## src/rtl/xreg_pkg.sv

```systemverilog
package xreg_pkg;
    localparam int PHY_W  = 5;
    localparam int DEV_W  = 5;
    localparam int REG_W  = 5;
    localparam int WORD_W = 16;
    localparam int CMD_LSB = 14;

    localparam logic [REG_W-1:0] CTL_REG  = 5'h0D;
    localparam logic [REG_W-1:0] DATA_REG = 5'h0E;
    localparam logic [1:0] CMD_ADDR = 2'd0;
    localparam logic [1:0] CMD_DATA = 2'd1;

    typedef enum logic [2:0] {
        S_IDLE,
        S_CTL_ADDR,
        S_REG_NUM,
        S_CTL_DATA,
        S_XFER,
        S_DONE
    } step_t;

    typedef struct packed {
        logic              wr;
        logic [PHY_W-1:0]  phy;
        logic [DEV_W-1:0]  dev;
        logic [WORD_W-1:0] regnum;
        logic [WORD_W-1:0] wdata;
    } xreq_t;

    function automatic logic [WORD_W-1:0] ctl_word(input logic [1:0] cmd,
                                                   input logic [DEV_W-1:0] dev);
        logic [WORD_W-1:0] w;
        w = '0;
        w[CMD_LSB +: 2] = cmd;
        w[DEV_W-1:0]    = dev;
        return w;
    endfunction
endpackage

```

## src/rtl/xreg_req_hold.sv

```systemverilog
module xreg_req_hold
    import xreg_pkg::*;
(
    input  logic  clk,
    input  logic  rst_n,
    input  logic  load,
    input  xreq_t d,
    output xreq_t q
);
    always_ff @(posedge clk) begin
        if (!rst_n)
            q <= '0;
        else if (load)
            q <= d;
    end
endmodule

```

## src/rtl/xreg_frame_mux.sv

```systemverilog
module xreg_frame_mux
    import xreg_pkg::*;
(
    input  step_t              step,
    input  xreq_t              rq,
    output logic               fe_write,
    output logic [REG_W-1:0]   fe_reg,
    output logic [WORD_W-1:0]  fe_wdata
);
    always_comb begin
        fe_write = 1'b1;
        fe_reg   = CTL_REG;
        fe_wdata = '0;
        unique case (step)
            S_CTL_ADDR: begin
                fe_reg   = CTL_REG;
                fe_wdata = ctl_word(CMD_ADDR, rq.dev);
            end
            S_REG_NUM: begin
                fe_reg   = DATA_REG;
                fe_wdata = rq.regnum;
            end
            S_CTL_DATA: begin
                fe_reg   = CTL_REG;
                fe_wdata = ctl_word(CMD_DATA, rq.dev);
            end
            S_XFER: begin
                fe_reg   = DATA_REG;
                fe_write = rq.wr;
                fe_wdata = rq.wr ? rq.wdata : '0;
            end
            S_IDLE, S_DONE: begin
                fe_write = 1'b0;
                fe_reg   = '0;
                fe_wdata = '0;
            end
            default: begin
                fe_write = 1'b0;
                fe_reg   = '0;
                fe_wdata = '0;
            end
        endcase
    end

    // control-register data never has stray bits between the fields
    always_comb begin
        if (step == S_CTL_ADDR || step == S_CTL_DATA)
            a_ctl_clean_r3: assert (fe_wdata[CMD_LSB-1:DEV_W] == '0);
    end
endmodule

```

## src/rtl/xreg_bridge.sv

```systemverilog
module xreg_bridge
    import xreg_pkg::*;
(
    input  logic              clk,
    input  logic              rst_n,
    input  logic              req_valid,
    input  logic              req_write,
    input  logic [PHY_W-1:0]  req_phy,
    input  logic [DEV_W-1:0]  req_dev,
    input  logic [WORD_W-1:0] req_reg,
    input  logic [WORD_W-1:0] req_wdata,
    output logic              busy,
    output logic              done,
    output logic [WORD_W-1:0] rd_data,
    output logic              fe_req,
    output logic              fe_write,
    output logic [PHY_W-1:0]  fe_phy,
    output logic [REG_W-1:0]  fe_reg,
    output logic [WORD_W-1:0] fe_wdata,
    input  logic              fe_ack,
    input  logic [WORD_W-1:0] fe_rdata
);
    step_t state, state_nx;
    xreq_t rq_in, rq;
    logic  accept;

    assign accept = (state == S_IDLE) && req_valid;
    assign rq_in  = '{wr: req_write, phy: req_phy, dev: req_dev,
                      regnum: req_reg, wdata: req_wdata};

    xreg_req_hold u_hold (
        .clk   (clk),
        .rst_n (rst_n),
        .load  (accept),
        .d     (rq_in),
        .q     (rq)
    );

    xreg_frame_mux u_mux (
        .step     (state),
        .rq       (rq),
        .fe_write (fe_write),
        .fe_reg   (fe_reg),
        .fe_wdata (fe_wdata)
    );

    // next-state logic
    always_comb begin
        state_nx = state;
        unique case (state)
            S_IDLE:     if (req_valid) state_nx = S_CTL_ADDR;
            S_CTL_ADDR: if (fe_ack)    state_nx = S_REG_NUM;
            S_REG_NUM:  if (fe_ack)    state_nx = S_CTL_DATA;
            S_CTL_DATA: if (fe_ack)    state_nx = S_XFER;
            S_XFER:     if (fe_ack)    state_nx = S_DONE;
            S_DONE:                    state_nx = S_IDLE;
            default:                   state_nx = S_IDLE;
        endcase
    end

    // state register
    always_ff @(posedge clk) begin
        if (!rst_n)
            state <= S_IDLE;
        else
            state <= state_nx;
    end

    // read result register
    always_ff @(posedge clk) begin
        if (!rst_n)
            rd_data <= '0;
        else if (state == S_XFER && fe_ack && !rq.wr)
            rd_data <= fe_rdata;
    end

    // outputs
    always_comb begin
        fe_req = 1'b0;
        busy   = 1'b1;
        done   = 1'b0;
        unique case (state)
            S_IDLE:  busy = 1'b0;
            S_DONE:  done = 1'b1;
            S_CTL_ADDR, S_REG_NUM, S_CTL_DATA, S_XFER: fe_req = 1'b1;
            default: busy = 1'b0;
        endcase
    end
    assign fe_phy = rq.phy;

    // ---------------- assertions ----------------
    p_step_hold_r8: assert property (@(posedge clk) disable iff (!rst_n)
        fe_req && !fe_ack |=> fe_req && $stable(fe_reg) && $stable(fe_wdata)
                              && $stable(fe_write) && $stable(fe_phy));

    p_done_pulse_r9: assert property (@(posedge clk) disable iff (!rst_n)
        done |=> !done && !busy);

    p_done_busy_r9: assert property (@(posedge clk) disable iff (!rst_n)
        done |-> busy && !fe_req);

    p_idle_quiet_r2: assert property (@(posedge clk) disable iff (!rst_n)
        !busy |-> !fe_req && !done);

    p_accept_r2: assert property (@(posedge clk) disable iff (!rst_n)
        !busy && req_valid |=> busy && fe_req);

    p_rd_only_done_r10: assert property (@(posedge clk) disable iff (!rst_n)
        !$stable(rd_data) |-> done);

    p_final_reg_r7: assert property (@(posedge clk) disable iff (!rst_n)
        fe_req && !fe_write |-> fe_reg == DATA_REG);
endmodule

```

## config.mk

```make
export PLATFORM = sky130hd
export DESIGN_NAME = xreg_bridge
export DESIGN_NICKNAME = d
export VERILOG_FILES = /design/src/rtl/xreg_pkg.sv /design/src/rtl/xreg_req_hold.sv /design/src/rtl/xreg_frame_mux.sv /design/src/rtl/xreg_bridge.sv
export SDC_FILE = /design/constraint.sdc
export NUM_CORES = 1
export LEC_CHECK = 0
export ABC_AREA = 1
export CAP_MARGIN = 20
export CELL_PAD_IN_SITES_DETAIL_PLACEMENT = 0
export CELL_PAD_IN_SITES_GLOBAL_PLACEMENT = 1
export CORE_AREA = 2 2 103 105
export CTS_CLUSTER_DIAMETER = 150
export DETAILED_ROUTE_END_ITERATION = 10
export DIE_AREA = 0 0 105 107
export HOLD_SLACK_MARGIN = 0.15
export PLACE_DENSITY_LB_ADDON = 0.2
export SETUP_SLACK_MARGIN = 0.1
export SLEW_MARGIN = 20
export SYNTH_ARGS = -nofsm -noshare
export SYNTH_HDL_FRONTEND = slang
export SYNTH_SLANG_ARGS = --single-unit
```

## constraint.sdc

```tcl
create_clock -name clk -period 1.39 [get_ports clk]
set_clock_uncertainty 0.1 [all_clocks]
set_input_delay 0.139 -clock clk [delete_from_list [all_inputs] [get_ports clk]]
set_output_delay 0.139 -clock clk [all_outputs]
set_load 0.005 [all_outputs]
```

; Word-level counts from Yosys, hierarchy flattened
; Cells that the tools add are included.
[totals]
ff_bits = 62
output_inout_bits = 46
word_cells = 41
[op_classes]
n_eq_ne = 10
muxes = 13
n_reduce_logical = 11
[ops]
columns = cell, count
row1 = 16-bit one-hot mux with 4 select lines, 1
row2 = 16-bit 2-to-1 mux, 1
row3 = 3-bit 2-to-1 mux, 5
row4 = 3-bit one-hot mux with 5 select lines, 1
row5 = 2-bit != test (second input constant), 5
row6 = 4-bit one-hot mux with 2 select lines, 1
row7 = 3-bit by 2-bit == test with 1-bit output (second input constant), 2
row8 = 3-bit == test (second input constant), 2
row9 = 5-bit AND reduction, 1
row10 = 5-bit OR reduction, 1
row11 = 2-bit OR reduction, 2
row12 = 4-bit OR reduction, 1
row13 = 3-bit by 1-bit == test with 1-bit output (second input constant), 1
row14 = 1-bit logical AND, 3
row15 = 3-bit logical NOT, 1
row16 = 1-bit 2-to-1 mux, 3
row17 = 3-bit OR reduction, 1
row18 = 1-bit one-hot mux with 2 select lines, 1
row19 = 1-bit logical NOT, 1

; Longest topological paths before layout
[logic_depth]
ltp_word = 3
ltp_mapped = 8
mapped_depth_nobuf = 8

; By module
; Synthesis repeated with hierarchy kept, for this count alone.
[hier_totals]
hier_cells = 467
area_unflattened_um2 = 2995.4
[modules_own_cells]
columns = mod, n_inst, cells_per_inst, area_each_um2, seq_area_each_um2
row1 = xreg_req_hold, 1, 273, 1774.2, 860.8
row2 = xreg_bridge, 1, 109, 813.3, 380.4
row3 = xreg_frame_mux, 1, 85, 407.9, 0.0

; Worst setup path before layout
; OpenSTA, ideal clock, no wires.
[synth_timing]
path_type = flip-flop to output port
from = reg state[1]
to = out fe_wdata[10]
arrival_ns = 1.146
required_ns = 1.151
setup_slack_ns = 0.005
stages_incl_launch_ff = 6
n_path_buf = 1
cell_sequence = dfxtp_1 inv_1 nor2_2 nand2_2 buf_2 o22ai_1
[synth_between]
elab_chain_len = 2
word_cells_on_any_way = 5
classes_between = 4 x eq/ne / 1 x mux
[synth_rtl]
columns = element, line
row1 = start: declaration, xreg_bridge.sv:23  ; step_t state, state_nx;
row2 = start signal: assignment, xreg_bridge.sv:66  ; state <= state_nx;
row3 = 3-bit == test (tied with other cells), xreg_frame_mux.sv:14  ; unique case (step)
row4 = 16-bit one-hot mux with 4 select lines (*), xreg_frame_mux.sv:14
row5 = end: declaration, xreg_bridge.sv:19  ; output logic [WORD_W-1:0] fe_wdata,
; Every way passes the cells marked *; elsewhere a longest branch is shown, timed or not.

; Final worst setup path
[layout_timing]
from = reg state[1]
to = out fe_reg[2]
[layout_between]
elab_chain_len = 3
word_cells_on_any_way = 7
classes_between = 4 x eq/ne / 1 x mux / 2 x reduce/logical
[layout_rtl]
columns = element, line
row1 = 3-bit == test (tied with other cells), xreg_frame_mux.sv:14
row2 = 2-bit OR reduction (no line), -
row3 = 4-bit one-hot mux with 2 select lines (*), xreg_frame_mux.sv:14
row4 = end: declaration, xreg_bridge.sv:18  ; output logic [REG_W-1:0] fe_reg,
; Marks and branches as above.

==> results.toml <==
[status]
status = "complete, but fails checks"
violations = "negative setup slack"

[detailed_routing]
via_per_inst = 4.48
ant_nets = 0
top_layer_used = "met4"
m1WireLength_mm = 3.68
dr_total_vias = 2784
wl_met2_mm = 4.86
drtIter0Drc = 41
firstDrtPassIters = 4
wl_met3_um = 568
wl_per_cell_um = 14.9
post-route-drc-count = 0
wl_mm = 9.25

[floorplanning]
fp.dieH_um = 107
start_util_pct = 25.4
die_w_um = 105
row_count = 37
ios = 109
die-area_um2 = 11200
coreArea_um2 = 10100

[synth]
synth_mux_area_share_pct = 0
postSynthRegisterBits = 62
synth.most_common_cell = "dfxtp_1"
synth-xor-area-share_pct = 0
yosysSeqAreaShare_pct = 48.5
synth_top_cell_area_share_pct = 48.5
synthArstFlopShare_pct = 0
syn_inst = 335
synthTopCellsByArea = "dfxtp_1, a21oi_1, o21ai_0"
yosys.area_share.simple_pct = 11.9
synth-edff-count = 0
synth_compound_area_share_pct = 25.5
synthAdderAreaFrac_pct = 0.489
synth_cell_types = 24
synth_common_cells = "dfxtp_1, inv_1, a21oi_1, o21ai_0, nor2_1"
syn_area_um2 = 2560
synth_flop_cell = "dfxtp_1"
yosysTopAreaCell = "dfxtp_1"
syn-num-nets = 399
synth_top_family_by_area = "compound AO/OA/AOI/OAI gates"
yosysWarnings = 0
syn_avg_cell_area_um2 = 7.65

[worst_setup_path]
r2r_slack_ns = -0.20
cpPeakStageDelay_ns = 0.37
arrival_ns = 1.48
crit_type = "reg -> out"
critPathTopFamily = "buffers and inverters"
cp.required_ns = 1.15
rr_worst_depth = 8
cp-end-kind = "output pin"
worstSetupPathDepth = 8
cp_max_fo = 4
crit_path_start_kind = "flip-flop"
cp_cell_sequence = "buf_4, nor2_4, nand2_4, buf_4, nand2_2, inv_2, nand2_2, buf_2"
crit_buf_inv = 4
r2r-end = "u_hold.q[23]"
slowest_stage = "dfxtp_4"
timing.rr.start = "state[2]"

[timing]
drv_slew = 0
fin_ws_ns = -0.334
rsz0062_at_grt = "yes"
period_minus_slack_ns = 1.72
fin_hold_ws_ns = 0.246
setup_viol = 81
fin_crit_sh_pct = 124
fmax_mhz = 580
hold_viol_final = 0
fin_setup_tns_ns = -13.67

[clock_network]
clock-sinks = 62
clkTransAtPathRegs_ns = 0.07
cts_max_path_buffers = 2
cts_root_buffer = "clkbuf_8"
insertion_delay_ns = 0.33
cts_max_level = 3
cts_tree = "yes"
cts_buffers = 9

[finish]
fin_util_pct = 50.3
layout-drive-gt1-share_pct = 44.7
areaGrowthSynthToFinish_pct = 98.3
final_cells = 621
nNetsFinal = 544
fill_cells = 1008
diodes = 0

[global_route]
grt-ovfl-total = 0
grt_first_pass_wirelength_mm = 14.7
antenna_found_initial = 0
grt_max_degree = 63
grt_pass1_vias = 2962
grt_usage_pct = 16.7

[power_and_ir_drop]
worst_ir_drop_vdd_uv = 622
powerDensity_nw_per_um2 = 1720
p_leak_nw = 2.11

[place]
gp_congestion = 0.804
dp_cells = 575
place_hpwl_mm = 5.10
portBuffers = 107

[hold_path]
min_from = "rst_n"
whs_path_depth = 4
min_path_type = "in -> reg"
hold_end = "u_hold.q[7]"

[run]
maxCapViolCount = 0
## worst reg2reg max path, delay by kind of cell, from the launching register on
family / cells / cell delay, ns
and+or+nand+nor: 1 / 0.09
AOI/OAI and AO/OA: 2 / 0.22
DFF: 1 / 0.37
buffers and inverters: 5 / 0.72
## kinds of logic (layout without fill, tap and decap cells)
logic type | count (synthesis) | count (layout)
AO/OA/AOI/OAI | 123 | 123
adder cells (fa/ha/maj) | 1 | 1
buffers and inverters | 79 | 229
flip-flops | 62 | 62
other | 1 | 1
AND/OR/NAND/NOR | 69 | 69
## cells in the final DEF, fill, tap and decap left out, types with 5 or more instances in the layout
| cell type | instances |
|---|---|
| a21oi_1 | 28 |
| a21oi_2 | 18 |
| buf_12 | 5 |
| buf_16 | 11 |
| buf_2 | 23 |
| buf_4 | 14 |
| buf_6 | 20 |
| clkbuf_8 | 10 |
| clkdlybuf4s50_1 | 61 |
| dfxtp_1 | 58 |
| dlygate4sd2_1 | 21 |
| inv_1 | 45 |
| inv_2 | 5 |
| nand2_1 | 8 |
| nand2_2 | 5 |
| nand2_4 | 6 |
| nor2_1 | 28 |
| nor2_2 | 7 |
| o21ai_0 | 5 |
| o21ai_2 | 40 |
| o21ai_4 | 10 |
| o221ai_2 | 5 |
| o22ai_2 | 9 |
## cell type report
cell class | instances | area [um2] | area share [%]
timing repair buffer | 160 | 1710 | 33.6
timing repair inverter | 1 | 7.51 | 0.148
tap | 136 | 170 | 3.35
multi-input combinational | 194 | 1570 | 30.9
inverter | 52 | 200 | 3.94
sequential | 62 | 1250 | 24.7
clock inverter | 4 | 22.5 | 0.443
clock buffer | 12 | 145 | 2.86
## stage by stage
stage	instance area, um2	power (W)	worst slack, ns
2_1_floorplan	2570	0.00395	0.0573
3_3_place_gp	3870	0.00536	-0.439
3_5_place_dp	3870	0.00537	-0.444
4_1_cts	4840	0.00847	-0.350
5_1_grt	5080	0.00929	-0.407
6_report	5080	0.00873	-0.334
## worst max path at each step
stage | from | to | slack (ns)
after floorplan | state[1] | rd_data[10] | 0.06
after global placement | state[1] | fe_wdata[4] | -0.44
after detailed placement | state[1] | fe_wdata[4] | -0.44
after CTS | state[1] | fe_reg[2] | -0.35
after global routing | state[0] | fe_wdata[4] | -0.41
final | state[1] | fe_reg[2] | -0.33
## layer usage
| layer | vias up | track usage, % |
|---|---|---|
| li1 | 1390 | - |
| met1 | 1298 | 18.0 |
| met2 | 83 | 30.4 |
| met3 | 13 | 5.84 |
| met4 | 0 | 5.43 |
| met5 | - | 0 |
## repair_timing
item | in CTS | in global routing
gates cloned | 13 | 0
pin swaps | 22 | 20
setup endpoints to repair | 107 | 86
gates resized for setup | 277 | 61
hold buffers | 0 | 0
buffers inserted | 22 | 4
## power by group
group          switching (W)  internal [W]
registers           0.000228       0.00231
clock network       0.000694      0.000688
logic                0.00229       0.00252
total                0.00321       0.00551
## state kept, by name, indices dropped and copies added, names as in the netlist
register and flops:
rd_data 16, u_hold.q 43, state 3
Note: power is estimated with default switching activity, not from simulation.
